==> src/rtl/plh_pkg.sv <==
package plh_pkg;
  localparam int unsigned NUM_LINKS = 3;
  localparam int unsigned NUM_EXQ   = 2;

  typedef enum logic [1:0] {
    LINK_FD = 2'd0,
    LINK_DX = 2'd1,
    LINK_XW = 2'd2
  } link_e;

  typedef enum logic {
    EXQ_PIPE = 1'b0,
    EXQ_PARK = 1'b1
  } exq_e;
endpackage

==> src/rtl/plh_latch.sv <==
module plh_latch #(
  parameter int unsigned DATA_W = 32
) (
  input  logic              clk,
  input  logic              rst_n,
  input  logic              stall,
  input  logic              flush,
  input  logic              in_valid,
  input  logic [DATA_W-1:0] in_data,
  output logic              in_ready,
  output logic              out_valid,
  output logic [DATA_W-1:0] out_data,
  input  logic              out_ready,
  output logic              pend_valid
);
  localparam int unsigned HALVES = 2;

  logic                hsel;
  logic [HALVES-1:0]   occ;
  logic [DATA_W-1:0]   word [HALVES];
  logic                head_idx;
  logic                tail_idx;
  logic                wr_fire;
  logic                rd_fire;

  assign head_idx   = hsel;
  assign tail_idx   = ~hsel;
  assign in_ready   = ~(stall & occ[tail_idx]);
  assign wr_fire    = in_valid & in_ready & ~flush;
  assign out_valid  = occ[head_idx];
  assign out_data   = word[head_idx];
  assign rd_fire    = out_valid & out_ready;
  assign pend_valid = stall ? occ[tail_idx] : occ[head_idx];

  always_ff @(posedge clk) begin
    if (!rst_n) begin
      hsel <= 1'b0;
      occ  <= '0;
    end else begin
      if (flush) begin
        occ <= '0;
      end else begin
        if (wr_fire) occ[tail_idx] <= 1'b1;
        if (rd_fire) occ[head_idx] <= 1'b0;
      end
      if (!stall) hsel <= ~hsel;
    end
  end

  for (genvar g = 0; g < HALVES; g++) begin : g_half
    always_ff @(posedge clk) begin
      if (wr_fire && (tail_idx == 1'(g))) word[g] <= in_data;
    end
  end
endmodule

==> src/rtl/plh_exec_track.sv <==
module plh_exec_track #(
  parameter int unsigned CNT_W = 6
) (
  input  logic clk,
  input  logic rst_n,
  input  logic pipe_push,
  input  logic pipe_pop,
  input  logic park_push,
  input  logic park_pop,
  output logic exec_empty
);
  import plh_pkg::*;
  localparam logic [CNT_W-1:0] CNT_MAX = '1;

  logic [NUM_EXQ-1:0] push_v;
  logic [NUM_EXQ-1:0] pop_v;
  logic [NUM_EXQ-1:0] busy;

  assign push_v[EXQ_PIPE] = pipe_push;
  assign pop_v[EXQ_PIPE]  = pipe_pop;
  assign push_v[EXQ_PARK] = park_push;
  assign pop_v[EXQ_PARK]  = park_pop;

  for (genvar q = 0; q < NUM_EXQ; q++) begin : g_q
    logic [CNT_W-1:0] cnt;
    logic             inc;
    logic             dec;
    assign inc = push_v[q] & ~pop_v[q] & (cnt != CNT_MAX);
    assign dec = pop_v[q] & ~push_v[q] & (cnt != '0);
    always_ff @(posedge clk) begin
      if (!rst_n)   cnt <= '0;
      else if (inc) cnt <= cnt + 1'b1;
      else if (dec) cnt <= cnt - 1'b1;
    end
    assign busy[q] = (cnt != '0);
  end

  assign exec_empty = ~|busy;
endmodule

==> src/rtl/plh_halt.sv <==
module plh_halt #(
  parameter int unsigned N_LINKS = 3
) (
  input  logic               clk,
  input  logic               rst_n,
  input  logic               fetch_halted,
  input  logic               exc_active,
  input  logic               exec_empty,
  input  logic [N_LINKS-1:0] pend_valid,
  output logic               halted
);
  logic quiet;
  assign quiet = fetch_halted & ~exc_active & exec_empty & ~|pend_valid;

  always_ff @(posedge clk) begin
    if (!rst_n)     halted <= 1'b0;
    else if (quiet) halted <= 1'b1;
  end
endmodule

==> src/rtl/pipe_latch_halt.sv <==
module pipe_latch_halt
  import plh_pkg::*;
#(
  parameter int unsigned DATA_W = 32,
  parameter int unsigned CNT_W  = 6
) (
  input  logic                             clk,
  input  logic                             rst_n,
  input  logic [NUM_LINKS-1:0]             link_stall,
  input  logic [NUM_LINKS-1:0]             link_flush,
  input  logic [NUM_LINKS-1:0]             in_valid,
  input  logic [NUM_LINKS-1:0][DATA_W-1:0] in_data,
  output logic [NUM_LINKS-1:0]             in_ready,
  output logic [NUM_LINKS-1:0]             out_valid,
  output logic [NUM_LINKS-1:0][DATA_W-1:0] out_data,
  input  logic [NUM_LINKS-1:0]             out_ready,
  output logic [NUM_LINKS-1:0]             pend_valid,
  input  logic                             ex_pipe_push,
  input  logic                             ex_pipe_pop,
  input  logic                             ex_park_push,
  input  logic                             ex_park_pop,
  output logic                             exec_empty,
  input  logic                             fetch_halted,
  input  logic                             exc_active,
  output logic                             halted
);
  for (genvar l = 0; l < NUM_LINKS; l++) begin : g_link
    plh_latch #(.DATA_W(DATA_W)) u_latch (
      .clk        (clk),
      .rst_n      (rst_n),
      .stall      (link_stall[l]),
      .flush      (link_flush[l]),
      .in_valid   (in_valid[l]),
      .in_data    (in_data[l]),
      .in_ready   (in_ready[l]),
      .out_valid  (out_valid[l]),
      .out_data   (out_data[l]),
      .out_ready  (out_ready[l]),
      .pend_valid (pend_valid[l])
    );
  end

  plh_exec_track #(.CNT_W(CNT_W)) u_exec (
    .clk        (clk),
    .rst_n      (rst_n),
    .pipe_push  (ex_pipe_push),
    .pipe_pop   (ex_pipe_pop),
    .park_push  (ex_park_push),
    .park_pop   (ex_park_pop),
    .exec_empty (exec_empty)
  );

  plh_halt #(.N_LINKS(NUM_LINKS)) u_halt (
    .clk          (clk),
    .rst_n        (rst_n),
    .fetch_halted (fetch_halted),
    .exc_active   (exc_active),
    .exec_empty   (exec_empty),
    .pend_valid   (pend_valid),
    .halted       (halted)
  );
endmodule

==> config.mk <==
export PLATFORM = sky130hd
export DESIGN_NAME = pipe_latch_halt
export DESIGN_NICKNAME = d
export VERILOG_FILES = /design/src/rtl/plh_pkg.sv /design/src/rtl/plh_latch.sv /design/src/rtl/plh_exec_track.sv /design/src/rtl/plh_halt.sv /design/src/rtl/pipe_latch_halt.sv
export SDC_FILE = /design/constraint.sdc
export NUM_CORES = 1
export LEC_CHECK = 0
export BUFFER_PORTS_ARGS = -buffer_cell sky130_fd_sc_hd__buf_2
export CAP_MARGIN = 25
export CORE_AREA = 2 2 132 134
export CTS_BUF_LIST = sky130_fd_sc_hd__clkbuf_16
export CTS_CLUSTER_DIAMETER = 30
export CTS_CLUSTER_SIZE = 8
export DETAILED_ROUTE_END_ITERATION = 6
export DIE_AREA = 0 0 134 136
export PLACE_DENSITY = 0.76
export SYNTH_ARGS = -nofsm -noshare
export SYNTH_HDL_FRONTEND = slang
export SYNTH_HIERARCHICAL = 1
export SYNTH_SLANG_ARGS = --single-unit
==> constraint.sdc <==
create_clock -name clk -period 10 [get_ports clk]
set_input_delay 2 -clock clk [delete_from_list [all_inputs] [get_ports clk]]
set_output_delay 2 -clock clk [all_outputs]
set_load 0.01 [all_outputs]
==> impl_metrics.yaml <==
routing:
  drtAntennaViolNets: 0
  vias: 5220
  wl_per_cell_um: 17.35
  drt_iter0_markers: 245
  viasPerCell: 5.215
  wl_mm: 17.37
  drc_errors: 0
  drt_pass1_iterations: 5
sta:
  tightestPinTransition_ns: 0.7255
  slew_violations: 0
  report.final.hold_viol_count: 0
  rsz0062_at_grt: "false"
  finalClockSkew_ns: 0.01475
  period_needed_ns: 4.843
  max_clock_freq_mhz: 206.5
  slew-limit-headroom_pct: 51.54
  post-route-period-util_pct: 48.43
  finalSetupViolations: 0
  setup_tns_ns: 0
power_and_ir_drop:
  leakage_nw: 4.433
  intPower_w: 0.001978
  power_frac_clock_pct: 47.4
  design_power_total_w: 0.002550
  ir_worst_vdd_v: 0.0001580
  power_frac_comb_pct: 10.8
  pwr_density_cell_mw_per_mm2: 224.3
  switching_share_pct: 22.43
  seqPwrFrac_pct: 41.8
  p_switching_w: 0.0005721
cts:
  insertion_delay_ns: 0.50
  cts_resized: 0
  cts.path.max_buffers: 3
  cts_root_buffer: "clkbuf_16"
  post-cts-setup-buffers: 0
  holdBufCountCts: 0
  cts_buffers: 40
  clk_pin_slew_ns: 0.04
  clock_sinks: 217
  cts_tree: "built"
  h-tree-depth: 2
worst_setup_path:
  worstSetupEndpointType: "output pin"
  cp_cell_sequence: "buf_2 > xnor2_2 > mux2_4 > buf_2"
  crit_slowest_cell: "mux2_4"
  required_ns: 8.00
  path_buf_inv: 2
  path_delay_family: "multiplexers"
  critPathLaunchType: "input port"
  worst-setup-path-type: "input port to output pin"
  timing.critical_path.mode_cell: "buf_2"
  crit_arrival_ns: 2.84
  critPathMaxFanout: 4
  cpPeakStageDelay_ns: 0.34
floorplanning:
  die_h_um: 136
  die_w_um: 134
  die_area_mm2: 0.01822
  initial_core_util_pct: 52.03
  pin_count: 223
  rows: 48
  core_mm2: 0.01688
cells_and_area:
  syn2layout_area_growth_pct: 29.47
  layout_commonest_cell: "buf_2"
  fillCellCount: 1175
  final_cell_mix: "buf_2, edfxtp_1, mux2_2, clkbuf_16, dfxtp_1"
  final_layout_size_suffix_gt1_share_pct: 54.19
  nNetsFinal: 876
global_routing:
  overflow: 0
  track_usage_pct: 18.54
  grt_pass1_wl_mm: 26.37
  antenna_found_initial: 1
  grt_max_degree: 33
  grt_pass1_vias: 5385
synthesis:
  synthCells: 492
  ys.flop_type: "edfxtp_1"
  ys_ff_latch: 217
  syn_area_per_cell_um2: 17.85
  synth.net_count: 618
  syn_area_mm2: 0.008781
  synth_top_area_share_pct: 65.66
  seq_area_frac_synth_pct: 71.36
  yosysWarnings: 6
  synth_area_leader_cell: "edfxtp_1"
  yosysUniqueCellTypes: 44
  synthArstFlopShare_pct: 0
  yosys-top-cells-area: "edfxtp_1, mux2_2, dfxtp_1, mux2_4, buf_6"
  synth_edf_count: 192
place:
  dpl.hpwl_mm: 11.62
  port_buffers: 222
  gp_congestion: 0.7801
status:
  status: "finished, final reports clean"
flow_run:
  maxCapViolCount: 0
min_path:
  hp-class: "register to register"
[power by group through the flow]
| stage | Sequential (W) | Combinational [W] | Clock [W] |
|---|---|---|---|
| finish | 0.00107 | 0.000276 | 0.00121 |
| global route | 0.00107 | 0.000303 | 0.00127 |
| CTS | 0.00107 | 0.000277 | 0.00123 |
| detailed placement | 0.00108 | 0.000274 | 0 |
| global placement | 0.00108 | 0.000263 | 0 |
| floorplan | 0.00107 | 0.000191 | 0 |
[sequential cells by signal, indices dropped and copies added, names as in the netlist, named ones only]
name,cells
g_link.u_latch/word,192
u_halt/halted,1
u_exec/g_q.cnt,12
g_link.u_latch/occ,6
g_link.u_latch/head_idx,3
[per-layer routing]
| layer | vias up | global-route usage (%) | part of all wire, % |
|---|---|---|---|
| met5 | - | 0 | 0 |
| met4 | 0 | 8.806 | 2.8 |
| met3 | 36 | 4.661 | 7.2 |
| met2 | 198 | 32.31 | 52 |
| met1 | 2534 | 21.57 | 38 |
| li1 | 2452 | - | - |
[kinds of logic after synthesis]
family | Yosys count | synth area share [%]
xor gates and xnor gates | 7 | 0.9547
buffers and inverters | 24 | 2.294
AOI/OAI and AO/OA | 59 | 4.788
muxes | 105 | 14.36
DFF | 217 | 71.36
adders and majority gates | 10 | 1.596
and+or+nand+nor | 70 | 4.645
[synth_stat cells (all sizes together), types with 3 or more instances]
cell type	count
nand3b	3
a21o	6
edfxtp	192
ha	8
xnor2	3
inv	6
nand2	11
o21ai	13
nor3	8
a21oi	17
nand4	4
nand2b	13
xor2	4
buf	16
nand3	8
dfxtp	25
and2	6
a211o	4
nor2	9
a2111oi	3
o21bai	3
mux2	105
[cell type report]
class                   instances  area (um^2)  share of cell area [%]
flip-flops and latches        217         6266                   55.12
well taps                     225        281.5                   2.476
inverters                       8        36.28                  0.3192
diodes                          1        2.502                 0.02201
multi-input cells             251         2351                   20.68
clock inverters                26        206.4                   1.816
clock buffers                  41         1026                   9.025
repair buffers                232         1199                   10.54
[path summary, 6_finish.rpt]
kind                                          start  depth (start not counted)  slack (ns)                                end
hold reg to reg          u_halt/halted$_SDFFE_PN0P_                          1        0.50         u_halt/halted$_SDFFE_PN0P_
hold / removal           u_halt/halted$_SDFFE_PN0P_                          1        0.50         u_halt/halted$_SDFFE_PN0P_
setup / recovery                      link_stall[2]                          4        5.16                      pend_valid[2]
setup reg to reg  u_exec/g_q[0].cnt[0]$_SDFFE_PN0P_                          8        7.65  u_exec/g_q[0].cnt[5]$_SDFFE_PN0P_
[stage by stage]
step	hold slack (ns)	worst slack [ns]	util (%)	std cells	cell area [um^2]
global route	0.5318	5.127	67.36	1001	11370
global placement	0.4597	5.168	59.93	932	10110
finish	0.5024	5.157	67.36	1001	11370
detailed placement	0.4747	5.151	59.93	932	10110
floorplan	0.4737	2.279	-	492	8781
CTS	0.5038	5.153	67.23	999	11350
(Power assumes the default switching activity.)
